<file path="src/rtl/cfbsc_pkg.sv">
package cfbsc_pkg;

    parameter int NUM_BUF    = 12;
    parameter int ADDR_W     = 16;
    parameter int IRQ_W      = 16;
    parameter int IRQ_WR_BIT = 7;
    parameter int IRQ_RD_BIT = 10;

    // Why an access was rejected (or not)
    typedef enum logic [2:0] {
        VERD_OK    = 3'd0,
        VERD_BACK  = 3'd1,
        VERD_RANGE = 3'd2,
        VERD_FRAME = 3'd3,
        VERD_INDEX = 3'd4
    } verdict_e;

    typedef struct packed {
        verdict_e code;
        logic     pass;
    } verdict_t;

    function automatic verdict_t make_verdict(verdict_e c);
        verdict_t v;
        v.code = c;
        v.pass = (c == VERD_OK);
        return v;
    endfunction

endpackage

</file>
<file path="src/rtl/cfbsc_rule.sv">
module cfbsc_rule
    import cfbsc_pkg::*;
#(
    parameter int ADDR_W  = cfbsc_pkg::ADDR_W,
    parameter int SHIFT_W = $clog2(ADDR_W)
) (
    input  logic               idx_ok_i,
    input  logic               frame_i,
    input  logic [ADDR_W-1:0]  addr_i,
    input  logic [ADDR_W-1:0]  base_i,
    input  logic [ADDR_W-1:0]  last_i,
    input  logic [SHIFT_W-1:0] shift_i,
    input  logic [ADDR_W-1:0]  cur_slice_i,
    output verdict_t           verdict_o,
    output logic [ADDR_W-1:0]  next_slice_o
);

    logic [ADDR_W-1:0] offset;
    logic [ADDR_W-1:0] slice;
    logic              in_window;

    assign offset    = addr_i - base_i;
    assign slice     = offset >> shift_i;
    assign in_window = (addr_i >= base_i) && (addr_i <= last_i);

    always_comb begin
        next_slice_o = cur_slice_i;
        if (!idx_ok_i) begin
            verdict_o = make_verdict(VERD_INDEX);
        end else if (!in_window) begin
            verdict_o = make_verdict(VERD_RANGE);
        end else if (frame_i) begin
            if (addr_i == base_i) begin
                verdict_o    = make_verdict(VERD_OK);
                next_slice_o = '0;
            end else begin
                verdict_o = make_verdict(VERD_FRAME);
            end
        end else if (slice < cur_slice_i) begin
            verdict_o = make_verdict(VERD_BACK);
        end else begin
            verdict_o    = make_verdict(VERD_OK);
            next_slice_o = slice;
        end
    end

endmodule

</file>
<file path="config.mk">
export PLATFORM = sky130hd
export DESIGN_NAME = cfbsc_rule
export DESIGN_NICKNAME = d
export VERILOG_FILES = /design/src/rtl/cfbsc_pkg.sv /design/src/rtl/cfbsc_rule.sv
export SDC_FILE = /design/constraint.sdc
export NUM_CORES = 1
export LEC_CHECK = 0
export BUFFER_PORTS_ARGS = -buffer_cell sky130_fd_sc_hd__buf_4
export CAP_MARGIN = 10
export CORE_MARGIN = 3
export CORE_UTILIZATION = 54
export DETAILED_ROUTE_END_ITERATION = 8
export PLACE_DENSITY = 0.84
export SYNTH_ARGS = -nofsm -noshare
export SYNTH_HDL_FRONTEND = slang
export SYNTH_SLANG_ARGS = --single-unit
</file>
<file path="constraint.sdc">
create_clock -name vclk -period 6.71
set_input_delay 0.3355 -clock vclk [all_inputs]
set_output_delay 0.3355 -clock vclk [all_outputs]
set_load 0.05 [all_outputs]
</file>
Word-level counts from Yosys, hierarchy flattened

Index checks and enable logic that the tools add are counted.

Register bits after elaboration: 0
Input port bits: 70
Output and inout port bits: 20
Logic and storage cells: 17

$add $sub $neg: 1
Magnitude comparators: 3
Equality and inequality tests: 1
Shift-type cells: 1
Multiplexer cells: 10
Reductions and logical operators: 1

Operators with widths:

| operator                        | count |
|---|---|
| 2-to-1 mux 16 bit               | 5 |
| == test 16 bit                  | 1 |
| >= comparator 16 bit            | 1 |
| less-or-equal comparator 16 bit | 1 |
| less-than comparator 16 bit     | 1 |
| right shift 16 x 4 -> 16 bit    | 1 |
| subtractor 16 bit               | 1 |
| 2-to-1 mux 4 bit                | 3 |
| 2-to-1 mux 3 bit                | 1 |
| 2-to-1 mux 2 bit                | 1 |
| logical AND 1 bit               | 1 |

Longest topological paths before layout

Gate-level depths: netlist of the first run.

Depth in word-level cells: 7
Depth in mapped cells: 24

Least setup slack after synthesis of the first run

Ideal clock, no wire load.

Path kind: input-to-output
Start: input addr_i[0]
End: output next_slice_o[10]
Arrival time: 5.314 ns
Slack: 1.060 ns
Stages on the path: 20
Path buffers: 1
Path through: inv_1 -> ha_1 -> fa_1 -> nand2b_1 -> a211oi_1 -> o21ai_0 -> and3_1 -> a211o_1 -> or3_1 -> o21a_1 -> mux2_2 -> a22oi_1 -> ha_1 -> a21o_1 -> a2111oi_0 -> o21a_1 -> nor2b_1 -> a221oi_4 -> buf_6 -> o2bb2ai_1

Cells in the longest elaborated chain, start to end: 7
Elaborated cells between the ends (all ways): 12

RTL lines:

| element                      | line             | text |
|---|---|---|
| from (decl)                  | cfbsc_rule.sv:9  | `input logic [ADDR_W-1:0] addr_i,` |
| subtractor 16 bit            | cfbsc_rule.sv:22 | `assign offset = addr_i - base_i;` |
| right shift 16 x 4 -> 16 bit | cfbsc_rule.sv:23 | `assign slice = offset >> shift_i;` |
| less-than comparator 16 bit  | cfbsc_rule.sv:39 | `end else if (slice < cur_slice_i) begin` |
| 2-to-1 mux 16 bit            | cfbsc_rule.sv:39 |  |
| 2-to-1 mux 16 bit            | cfbsc_rule.sv:32 | `end else if (frame_i) begin` |
| 2-to-1 mux 16 bit (*)        | cfbsc_rule.sv:30 | `end else if (!in_window) begin` |
| 2-to-1 mux 16 bit (*)        | cfbsc_rule.sv:28 | `if (!idx_ok_i) begin` |
| to (decl)                    | cfbsc_rule.sv:15 | `output logic [ADDR_W-1:0] next_slice_o` |

Every way passes the cells marked *; elsewhere a longest branch is shown, timed or not.

Worst setup path after layout of the first run

Start: input addr_i[0]
End: output next_slice_o[13]

Same word-level chain as after synthesis.

==> metrics.txt, run 1 <==
# TYPE chip_impl_metric gauge
chip_impl_metric{name="finalWeightedCongestion",unit=""} 0.966
chip_impl_metric{name="die_height",unit="µm"} 76.8
chip_impl_info{name="synth_top_family_by_area",value="compound AO/OA/AOI/OAI gates"} 1
chip_impl_metric{name="first_iter_violations",unit=""} 293
chip_impl_metric{name="drive_above_1_share",unit="%"} 22.7
chip_impl_metric{name="placement.io_buffers",unit=""} 90
chip_impl_info{name="worst_hold_path_type",value="input pin to output pin"} 1
chip_impl_metric{name="seq_cells",unit=""} 0
chip_impl_metric{name="cts_hold_buffers",unit=""} 0
chip_impl_metric{name="num-fill-cells",unit=""} 419
chip_impl_metric{name="preCtsSetupSlack",unit="ns"} 0.625
chip_impl_info{name="synth.area.top_cells",value="sky130_fd_sc_hd__ha_1 (22%), sky130_fd_sc_hd__inv_1 (8.0%), sky130_fd_sc_hd__a21oi_1 (5.7%), sky130_fd_sc_hd__o2bb2ai_1 (5.2%), sky130_fd_sc_hd__nand2_1 (4.8%)"} 1
chip_impl_metric{name="detail_route.first_pass.iterations",unit=""} 4
chip_impl_metric{name="synth_fp_nets",unit=""} 520
chip_impl_metric{name="placement_rows",unit=""} 25
chip_impl_metric{name="finalSetupViolations",unit=""} 0
chip_impl_metric{name="synth_compound_area_share",unit="%"} 35.4
chip_impl_info{name="rsz0062_at_grt",value="no"} 1
chip_impl_metric{name="drv.max_cap_violation_count",unit=""} 0
chip_impl_metric{name="netlist_area",unit="µm²"} 2710
chip_impl_metric{name="viasPerCell",unit=""} 5.88
chip_impl_metric{name="final_setup_tns",unit="ns"} 0
chip_impl_metric{name="p_per_area",unit="nW/µm²"} 98.1
chip_impl_metric{name="number_of_buffers_added_for_setup_after_cts",unit=""} 0
chip_impl_metric{name="count_of_antenna_violating_nets_left_after_detailed_routing",unit=""} 0
chip_impl_metric{name="synth.mux.area_fraction",unit="%"} 5.40
chip_impl_metric{name="grt_use_total",unit="%"} 25.5
chip_impl_metric{name="post_syn_instances",unit=""} 401
chip_impl_info{name="cp-start-kind",value="input pin"} 1
chip_impl_metric{name="worst_ep_arrival_time",unit="ns"} 5.83
chip_impl_info{name="synthTopCellsByCount",value="sky130_fd_sc_hd__inv_1 (58), sky130_fd_sc_hd__ha_1 (48), sky130_fd_sc_hd__nand2_1 (35)"} 1
chip_impl_metric{name="fraction_of_the_mapped_netlist_area_in_adder_cells",unit="%"} 22.9
chip_impl_metric{name="grt_overflow_total",unit=""} 0
chip_impl_metric{name="maximum_number_of_pins_on_one_net_before_global_route_repair",unit=""} 26
chip_impl_info{name="synth_top_area_cell",value="sky130_fd_sc_hd__ha_1"} 1
chip_impl_info{name="startpoint_to_endpoint_class_of_the_critical_path",value="input pin to output pin"} 1
chip_impl_metric{name="growth_of_design_area_from_synthesis_to_finish",unit="%"} 24.5
chip_impl_metric{name="grt_first_pass_wirelength",unit="µm"} 13200
chip_impl_metric{name="worstMarginPinSlew",unit="ns"} 0.672
chip_impl_metric{name="timing.critical_path.fanout_max",unit=""} 17
chip_impl_metric{name="die_x",unit="µm"} 76.8
chip_impl_info{name="crit_path_end_kind",value="output pin"} 1
chip_impl_info{name="status",value="finished, final reports clean"} 1
chip_impl_info{name="synth.most_common_cell",value="sky130_fd_sc_hd__inv_1"} 1
chip_impl_metric{name="detailedPlacementHpwl",unit="µm"} 6640
chip_impl_metric{name="first_global_vias",unit=""} 3058
chip_impl_metric{name="final_critical_path_setup_slack",unit="ns"} 0.542
chip_impl_metric{name="drc",unit=""} 0
chip_impl_metric{name="fmax",unit="GHz"} 0.162
chip_impl_metric{name="n_antenna_cell",unit=""} 0
chip_impl_metric{name="hold_viol",unit=""} 0
chip_impl_metric{name="layout.area.seq",unit="µm²"} 0
chip_impl_metric{name="synth.distinct_cells",unit=""} 61
chip_impl_metric{name="detail_route.wirelength",unit="µm"} 7620
chip_impl_metric{name="critical_path_required",unit="ns"} 6.37
chip_impl_metric{name="worst_slew_margin_rel",unit="%"} 55.2
chip_impl_metric{name="yosysTopAreaCellShare",unit="%"} 22.2
chip_impl_metric{name="final.clkbuf_count",unit=""} 0
chip_impl_metric{name="fin_nets",unit=""} 593
chip_impl_metric{name="count_of_pins_on_the_block_boundary",unit=""} 90
chip_impl_metric{name="min_period_over_period",unit="%"} 91.9
chip_impl_metric{name="start_util",unit="%"} 56.6
chip_impl_metric{name="core",unit="µm²"} 4790
chip_impl_metric{name="slew_viol_final",unit=""} 0
chip_impl_metric{name="synth.yosys.seq_area_share",unit="%"} 0
chip_impl_metric{name="dr_total_vias",unit=""} 3167
chip_impl_metric{name="post_synth_and_or_nand_nor_area_fraction",unit="%"} 20.1
chip_impl_metric{name="syn-mean-instance-area",unit="µm²"} 6.76
chip_impl_metric{name="finalWorstPathRequiredPeriod",unit="ns"} 6.17
chip_impl_metric{name="max_rail_drop_vdd",unit="mV"} 0.0472
chip_impl_metric{name="multi_input_comb_area",unit="µm²"} 2390
chip_impl_metric{name="ctsResizeCount",unit=""} 0
chip_impl_metric{name="leakagePower",unit="nW"} 1.74
chip_impl_metric{name="antenna_violations_before_repair",unit=""} 0
chip_impl_metric{name="die_area",unit="µm²"} 5900
chip_impl_metric{name="ys.warnings.count",unit=""} 0
chip_impl_metric{name="post_synth_xor_area_fraction",unit="%"} 4.53
chip_impl_metric{name="detail_route.wl_per_cell",unit="µm"} 14.1
[critical path, stage by stage]
cell	delay (ns)
sky130_fd_sc_hd__buf_4	0.08
sky130_fd_sc_hd__inv_1	0.06
sky130_fd_sc_hd__ha_1	0.22
sky130_fd_sc_hd__fa_1	0.39
sky130_fd_sc_hd__nand2b_1	0.19
sky130_fd_sc_hd__a211oi_1	0.41
sky130_fd_sc_hd__o21ai_0	0.21
sky130_fd_sc_hd__and3_1	0.24
sky130_fd_sc_hd__a211o_1	0.31
sky130_fd_sc_hd__or3_1	0.32
sky130_fd_sc_hd__o21a_1	0.14
sky130_fd_sc_hd__mux2_2	0.29
sky130_fd_sc_hd__nor2_1	0.17
sky130_fd_sc_hd__ha_1	0.20
sky130_fd_sc_hd__o21ai_0	0.07
sky130_fd_sc_hd__o21ai_0	0.15
sky130_fd_sc_hd__a21oi_1	0.13
sky130_fd_sc_hd__and2_1	0.17
sky130_fd_sc_hd__a311oi_1	0.20
sky130_fd_sc_hd__a31oi_1	0.06
sky130_fd_sc_hd__a41oi_1	0.21
sky130_fd_sc_hd__o221ai_2	0.21
sky130_fd_sc_hd__a221oi_4	0.64
sky130_fd_sc_hd__o2bb2ai_1	0.18
sky130_fd_sc_hd__buf_4	0.22
[final timing paths]
check	end	slack, ns	cells after the start	from
worst max-delay path	next_slice_o[13]	0.54	25	addr_i[0]
worst min-delay path	verdict_o[3]	0.98	3	idx_ok_i
[per-stage QoR]
stage	std cells	power [W]	utilization (%)	instance area, µm²	hold slack (ns)
3_3_place_gp	539	0.000319	70.5	3370	0.973
2_1_floorplan	401	0.000232	-	2710	0.855
5_1_grt	539	0.000368	70.5	3370	1.00
3_5_place_dp	539	0.000325	70.5	3370	0.977
4_1_cts	539	0.000327	70.5	3370	0.979
6_report	539	0.000331	70.5	3370	0.977
[final cells by class]
cell class,instances,share of cell area [%]
Inverter,58,6.46
Multi-Input combinational cell,324,71.0
Tap cell,67,2.49
Timing Repair Buffer,90,20.0
[placed cells by master, fill, tap and decap left out, types with 4 or more instances in the layout]
master                      synthesis  final
sky130_fd_sc_hd__nand4_1            7      7
sky130_fd_sc_hd__xnor2_1            7      7
sky130_fd_sc_hd__nand2_1           35     35
sky130_fd_sc_hd__buf_4              1     90
sky130_fd_sc_hd__ha_1              48     48
sky130_fd_sc_hd__a211oi_1           7      7
sky130_fd_sc_hd__nor2_1            26     26
sky130_fd_sc_hd__o21ai_0           23     23
sky130_fd_sc_hd__xor2_1             7      7
sky130_fd_sc_hd__a31oi_1            4      4
sky130_fd_sc_hd__a21oi_1           31     31
sky130_fd_sc_hd__nand3_1           17     17
sky130_fd_sc_hd__o21a_1             4      4
sky130_fd_sc_hd__nand2b_1           4      4
sky130_fd_sc_hd__o211ai_1           4      4
sky130_fd_sc_hd__a21o_1             8      8
sky130_fd_sc_hd__o2bb2ai_1         16     16
sky130_fd_sc_hd__mux2i_1            9      9
sky130_fd_sc_hd__inv_1             58     58
sky130_fd_sc_hd__nor4_1             4      4
sky130_fd_sc_hd__nor3_1             6      6
[routing by layer]
metal,vias up,track usage [%],wire length (µm)
met1,1430,34.2,3410
met4,0,3.99,87
met2,115,45.0,3670
met5,-,0,0
li1,1614,-,-
met3,8,2.00,452
[power breakdown]
part           switching [W]  internal [W]  leakage (nW)
sequential                 0             0             0
combinational       0.000193      0.000138          1.74
clock                      0             0             0
[logic make-up after synthesis]
family,count (synthesis)
AOI/OAI and AO/OA,133
and+or+nand+nor,115
buffers and inverters,77
adders and majority gates,49
xor gates and xnor gates,14
muxes,13
Power figures use the tool's default switching activity.
==> inputs of run 2 (changes only) <==
Settings changed: ABC_AREA set to 1, CORE_ASPECT_RATIO set to 0.5, CORE_UTILIZATION 54 to 60, PLACE_DENSITY 0.84 to 0.9.
Clock period 6.71 ns to 7.91 ns, I/O delays scaled along.
==> run 2 against run 1 <==
  * Combinational power is 14% lower
  * Hold slack better by 0.17 ns
  * Total power is 14% lower
  * Die area is 0.63% higher
  * Sequential share of layout area stayed put
  * Setup slack better by 2.7 ns
  * Synthesized cell count is 47% higher
==> metrics.txt, run 2 <==
# TYPE chip_impl_metric gauge
chip_impl_info{name="status",value="finished, final reports clean"} 1
chip_impl_info{name="synth.area.top_cells",value="sky130_fd_sc_hd__nand2_1 (23%), sky130_fd_sc_hd__ha_1 (20%), sky130_fd_sc_hd__inv_1 (15%), sky130_fd_sc_hd__nand3_1 (11%), sky130_fd_sc_hd__nor2_1 (5.3%)"} 1
chip_impl_metric{name="cts_hold_buffers",unit=""} 0
chip_impl_info{name="synth.most_common_cell",value="sky130_fd_sc_hd__nand2_1"} 1
chip_impl_metric{name="worstMarginPinSlew",unit="ns"} 0.935
chip_impl_info{name="rsz0062_at_grt",value="no"} 1
chip_impl_metric{name="yosysTopAreaCellShare",unit="%"} 22.9
chip_impl_metric{name="die_area",unit="µm²"} 5940
chip_impl_metric{name="max_rail_drop_vdd",unit="mV"} 0.0395
chip_impl_metric{name="dr_total_vias",unit=""} 3812
chip_impl_metric{name="ys.warnings.count",unit=""} 0
chip_impl_metric{name="synth.yosys.seq_area_share",unit="%"} 0
chip_impl_metric{name="layout.area.seq",unit="µm²"} 0
chip_impl_info{name="synthTopCellsByCount",value="sky130_fd_sc_hd__nand2_1 (183), sky130_fd_sc_hd__inv_1 (122), sky130_fd_sc_hd__nand3_1 (66)"} 1
chip_impl_metric{name="detail_route.wl_per_cell",unit="µm"} 11.1
chip_impl_metric{name="detail_route.first_pass.iterations",unit=""} 6
chip_impl_info{name="startpoint_to_endpoint_class_of_the_critical_path",value="input pin to output pin"} 1
chip_impl_info{name="crit_path_end_kind",value="output pin"} 1
chip_impl_metric{name="timing.critical_path.fanout_max",unit=""} 23
chip_impl_metric{name="maximum_number_of_pins_on_one_net_before_global_route_repair",unit=""} 24
chip_impl_metric{name="finish.cell_count_without_fillers",unit=""} 731
chip_impl_metric{name="min_period_over_period",unit="%"} 59.5
chip_impl_metric{name="growth_of_design_area_from_synthesis_to_finish",unit="%"} 23.3
chip_impl_metric{name="syn-mean-instance-area",unit="µm²"} 5.10
chip_impl_metric{name="placement_rows",unit=""} 17
chip_impl_metric{name="critical_path_required",unit="ns"} 7.51
chip_impl_metric{name="drive_above_1_share",unit="%"} 16.5
chip_impl_metric{name="detailedPlacementHpwl",unit="µm"} 7170
chip_impl_metric{name="first_global_vias",unit=""} 3333
chip_impl_metric{name="worst_slew_margin_rel",unit="%"} 37.4
chip_impl_metric{name="grt_first_pass_wirelength",unit="µm"} 13800
chip_impl_metric{name="finalSetupViolations",unit=""} 0
chip_impl_metric{name="fmax",unit="GHz"} 0.213
chip_impl_metric{name="finalWorstPathRequiredPeriod",unit="ns"} 4.70
chip_impl_metric{name="final_setup_tns",unit="ns"} 0
chip_impl_metric{name="die_height",unit="µm"} 56.0
chip_impl_info{name="most-common-layout-cells",value="sky130_fd_sc_hd__nand2_1 (183), sky130_fd_sc_hd__inv_1 (122), sky130_fd_sc_hd__buf_4 (91)"} 1
chip_impl_metric{name="slew_viol_final",unit=""} 0
chip_impl_metric{name="total_power",unit="W"} 0.000284
chip_impl_metric{name="first_iter_violations",unit=""} 245
chip_impl_metric{name="count_of_pins_on_the_block_boundary",unit=""} 90
chip_impl_metric{name="placement.io_buffers",unit=""} 90
chip_impl_metric{name="synth_fp_nets",unit=""} 708
chip_impl_metric{name="power.sequential.fraction",unit="%"} 0
chip_impl_info{name="worst_hold_path_type",value="input pin to output pin"} 1
chip_impl_metric{name="final.clkbuf_count",unit=""} 0
chip_impl_info{name="synth_top_area_cell",value="sky130_fd_sc_hd__nand2_1"} 1
chip_impl_metric{name="antenna_violations_before_repair",unit=""} 0
chip_impl_metric{name="ctsResizeCount",unit=""} 0
chip_impl_metric{name="grt_use_total",unit="%"} 26.4
chip_impl_metric{name="seq_cells",unit=""} 0
chip_impl_metric{name="die_x",unit="µm"} 106
chip_impl_metric{name="drv.max_cap_violation_count",unit=""} 0
chip_impl_metric{name="core",unit="µm²"} 4590
chip_impl_metric{name="post_syn_instances",unit=""} 589
chip_impl_metric{name="viasPerCell",unit=""} 5.21
chip_impl_metric{name="synth.distinct_cells",unit=""} 36
chip_impl_metric{name="worst_ep_arrival_time",unit="ns"} 4.31
chip_impl_metric{name="combinational_fraction_of_design_power",unit="%"} 100.0
chip_impl_metric{name="place_inst",unit=""} 731
chip_impl_metric{name="start_util",unit="%"} 65.3
chip_impl_metric{name="grt_overflow_total",unit=""} 0
chip_impl_metric{name="detail_route.wirelength",unit="µm"} 8110
chip_impl_metric{name="hold_viol",unit=""} 0
chip_impl_info{name="mostFrequentLayoutCell",value="sky130_fd_sc_hd__nand2_1"} 1
chip_impl_metric{name="fin_nets",unit=""} 786
chip_impl_metric{name="n_antenna_cell",unit=""} 0
chip_impl_metric{name="finalWeightedCongestion",unit=""} 0.915
chip_impl_metric{name="netlist_area",unit="µm²"} 3000
chip_impl_metric{name="number_of_buffers_added_for_setup_after_cts",unit=""} 0
chip_impl_metric{name="power.clock.fraction",unit="%"} 0
chip_impl_metric{name="cell_internal_pwr",unit="W"} 0.000107
chip_impl_metric{name="drc",unit=""} 0
chip_impl_metric{name="num-fill-cells",unit=""} 402
chip_impl_metric{name="count_of_antenna_violating_nets_left_after_detailed_routing",unit=""} 0
chip_impl_metric{name="net-switching-power",unit="W"} 0.000177
chip_impl_info{name="cp-start-kind",value="input pin"} 1
chip_impl_metric{name="leakagePower",unit="nW"} 2.29
chip_impl_metric{name="switching_share",unit="%"} 62.3
chip_impl_metric{name="p_per_area",unit="nW/µm²"} 76.7
run 2: cell count changes after synthesis, moves of 10 or more:
cell	previous run	this run
sky130_fd_sc_hd__nand3_1	17	66
sky130_fd_sc_hd__o21ai_1	0	10
sky130_fd_sc_hd__nand2_1	35	183
sky130_fd_sc_hd__inv_1	58	122
sky130_fd_sc_hd__nor2_1	26	42
sky130_fd_sc_hd__o2bb2ai_1	16	0
run 2: area by class of cell:
cell class	count	area (µm²)	share of cell area, %
timing repair buffer	91	683	18.5
tap	66	82.6	2.23
multi-input combinational	448	2460	66.5
inverter	126	473	12.8
run 2: path summary, 6_finish.rpt:
| check | startpoint | end | slack [ns] | depth (start not counted) |
|---|---|---|---|---|
| max | addr_i[0] | next_slice_o[1] | 3.21 | 27 |
| min | idx_ok_i | verdict_o[3] | 1.15 | 3 |
run 2: cell families (layout without fill, tap and decap cells):
| logic type | Yosys count | in the layout | synth area share (%) |
|---|---|---|---|
| buffers and inverters | 141 | 217 | 18.2 |
| AOI/OAI and AO/OA | 75 | 75 | 13.7 |
| xor gates and xnor gates | 5 | 5 | 1.46 |
| and+or+nand+nor | 319 | 319 | 46.0 |
| adders and majority gates | 49 | 49 | 20.7 |
run 2: per-stage QoR:
stage	utilization, %	hold slack (ns)	worst slack [ns]	area, µm²
floorplan	-	0.988	2.98	3000
global placement	80.6	1.14	3.39	3700
detailed placement	80.6	1.15	3.27	3700
CTS	80.6	1.15	3.26	3700
global route	80.6	1.17	2.78	3700
finish	80.6	1.15	3.21	3700
run 2: layer usage:
metal | vias to the layer above | GRT usage [%] | wire length [µm]
met1 | 1621 | 37.0 | 3910
li1 | 2022 | - | -
met5 | - | 0 | 0
met4 | 0 | 4.61 | 108
met3 | 14 | 0.811 | 566
met2 | 155 | 45.7 | 3530
run 2: power groups by stage:
stage	registers (W)	logic (W)	clock network (W)
2_1_floorplan	0	0.000198	0
3_3_place_gp	0	0.000273	0
3_5_place_dp	0	0.000280	0
4_1_cts	0	0.000281	0
5_1_grt	0	0.000320	0
6_report	0	0.000284	0
run 2: critical path: stages:
cell and delay (ns):
sky130_fd_sc_hd__buf_4 0.07, sky130_fd_sc_hd__inv_1 0.07, sky130_fd_sc_hd__ha_1 0.22, sky130_fd_sc_hd__fa_1 0.40, sky130_fd_sc_hd__inv_1 0.11, sky130_fd_sc_hd__nand3_1 0.09
sky130_fd_sc_hd__nand3_2 0.11, sky130_fd_sc_hd__nand2_1 0.09, sky130_fd_sc_hd__nand3_1 0.08, sky130_fd_sc_hd__nand2_1 0.07, sky130_fd_sc_hd__a31oi_1 0.19, sky130_fd_sc_hd__o21ai_0 0.16
sky130_fd_sc_hd__nand2_1 0.09, sky130_fd_sc_hd__o21ai_0 0.10, sky130_fd_sc_hd__nor2_1 0.17, sky130_fd_sc_hd__ha_1 0.28, sky130_fd_sc_hd__nand2_1 0.07, sky130_fd_sc_hd__inv_1 0.05
sky130_fd_sc_hd__nand3_1 0.07, sky130_fd_sc_hd__a31oi_1 0.07, sky130_fd_sc_hd__a2111oi_1 0.27, sky130_fd_sc_hd__buf_4 0.24, sky130_fd_sc_hd__nand2_2 0.26, sky130_fd_sc_hd__nand2_1 0.13
sky130_fd_sc_hd__nand3_1 0.07, sky130_fd_sc_hd__o21ai_0 0.14, sky130_fd_sc_hd__buf_4 0.24
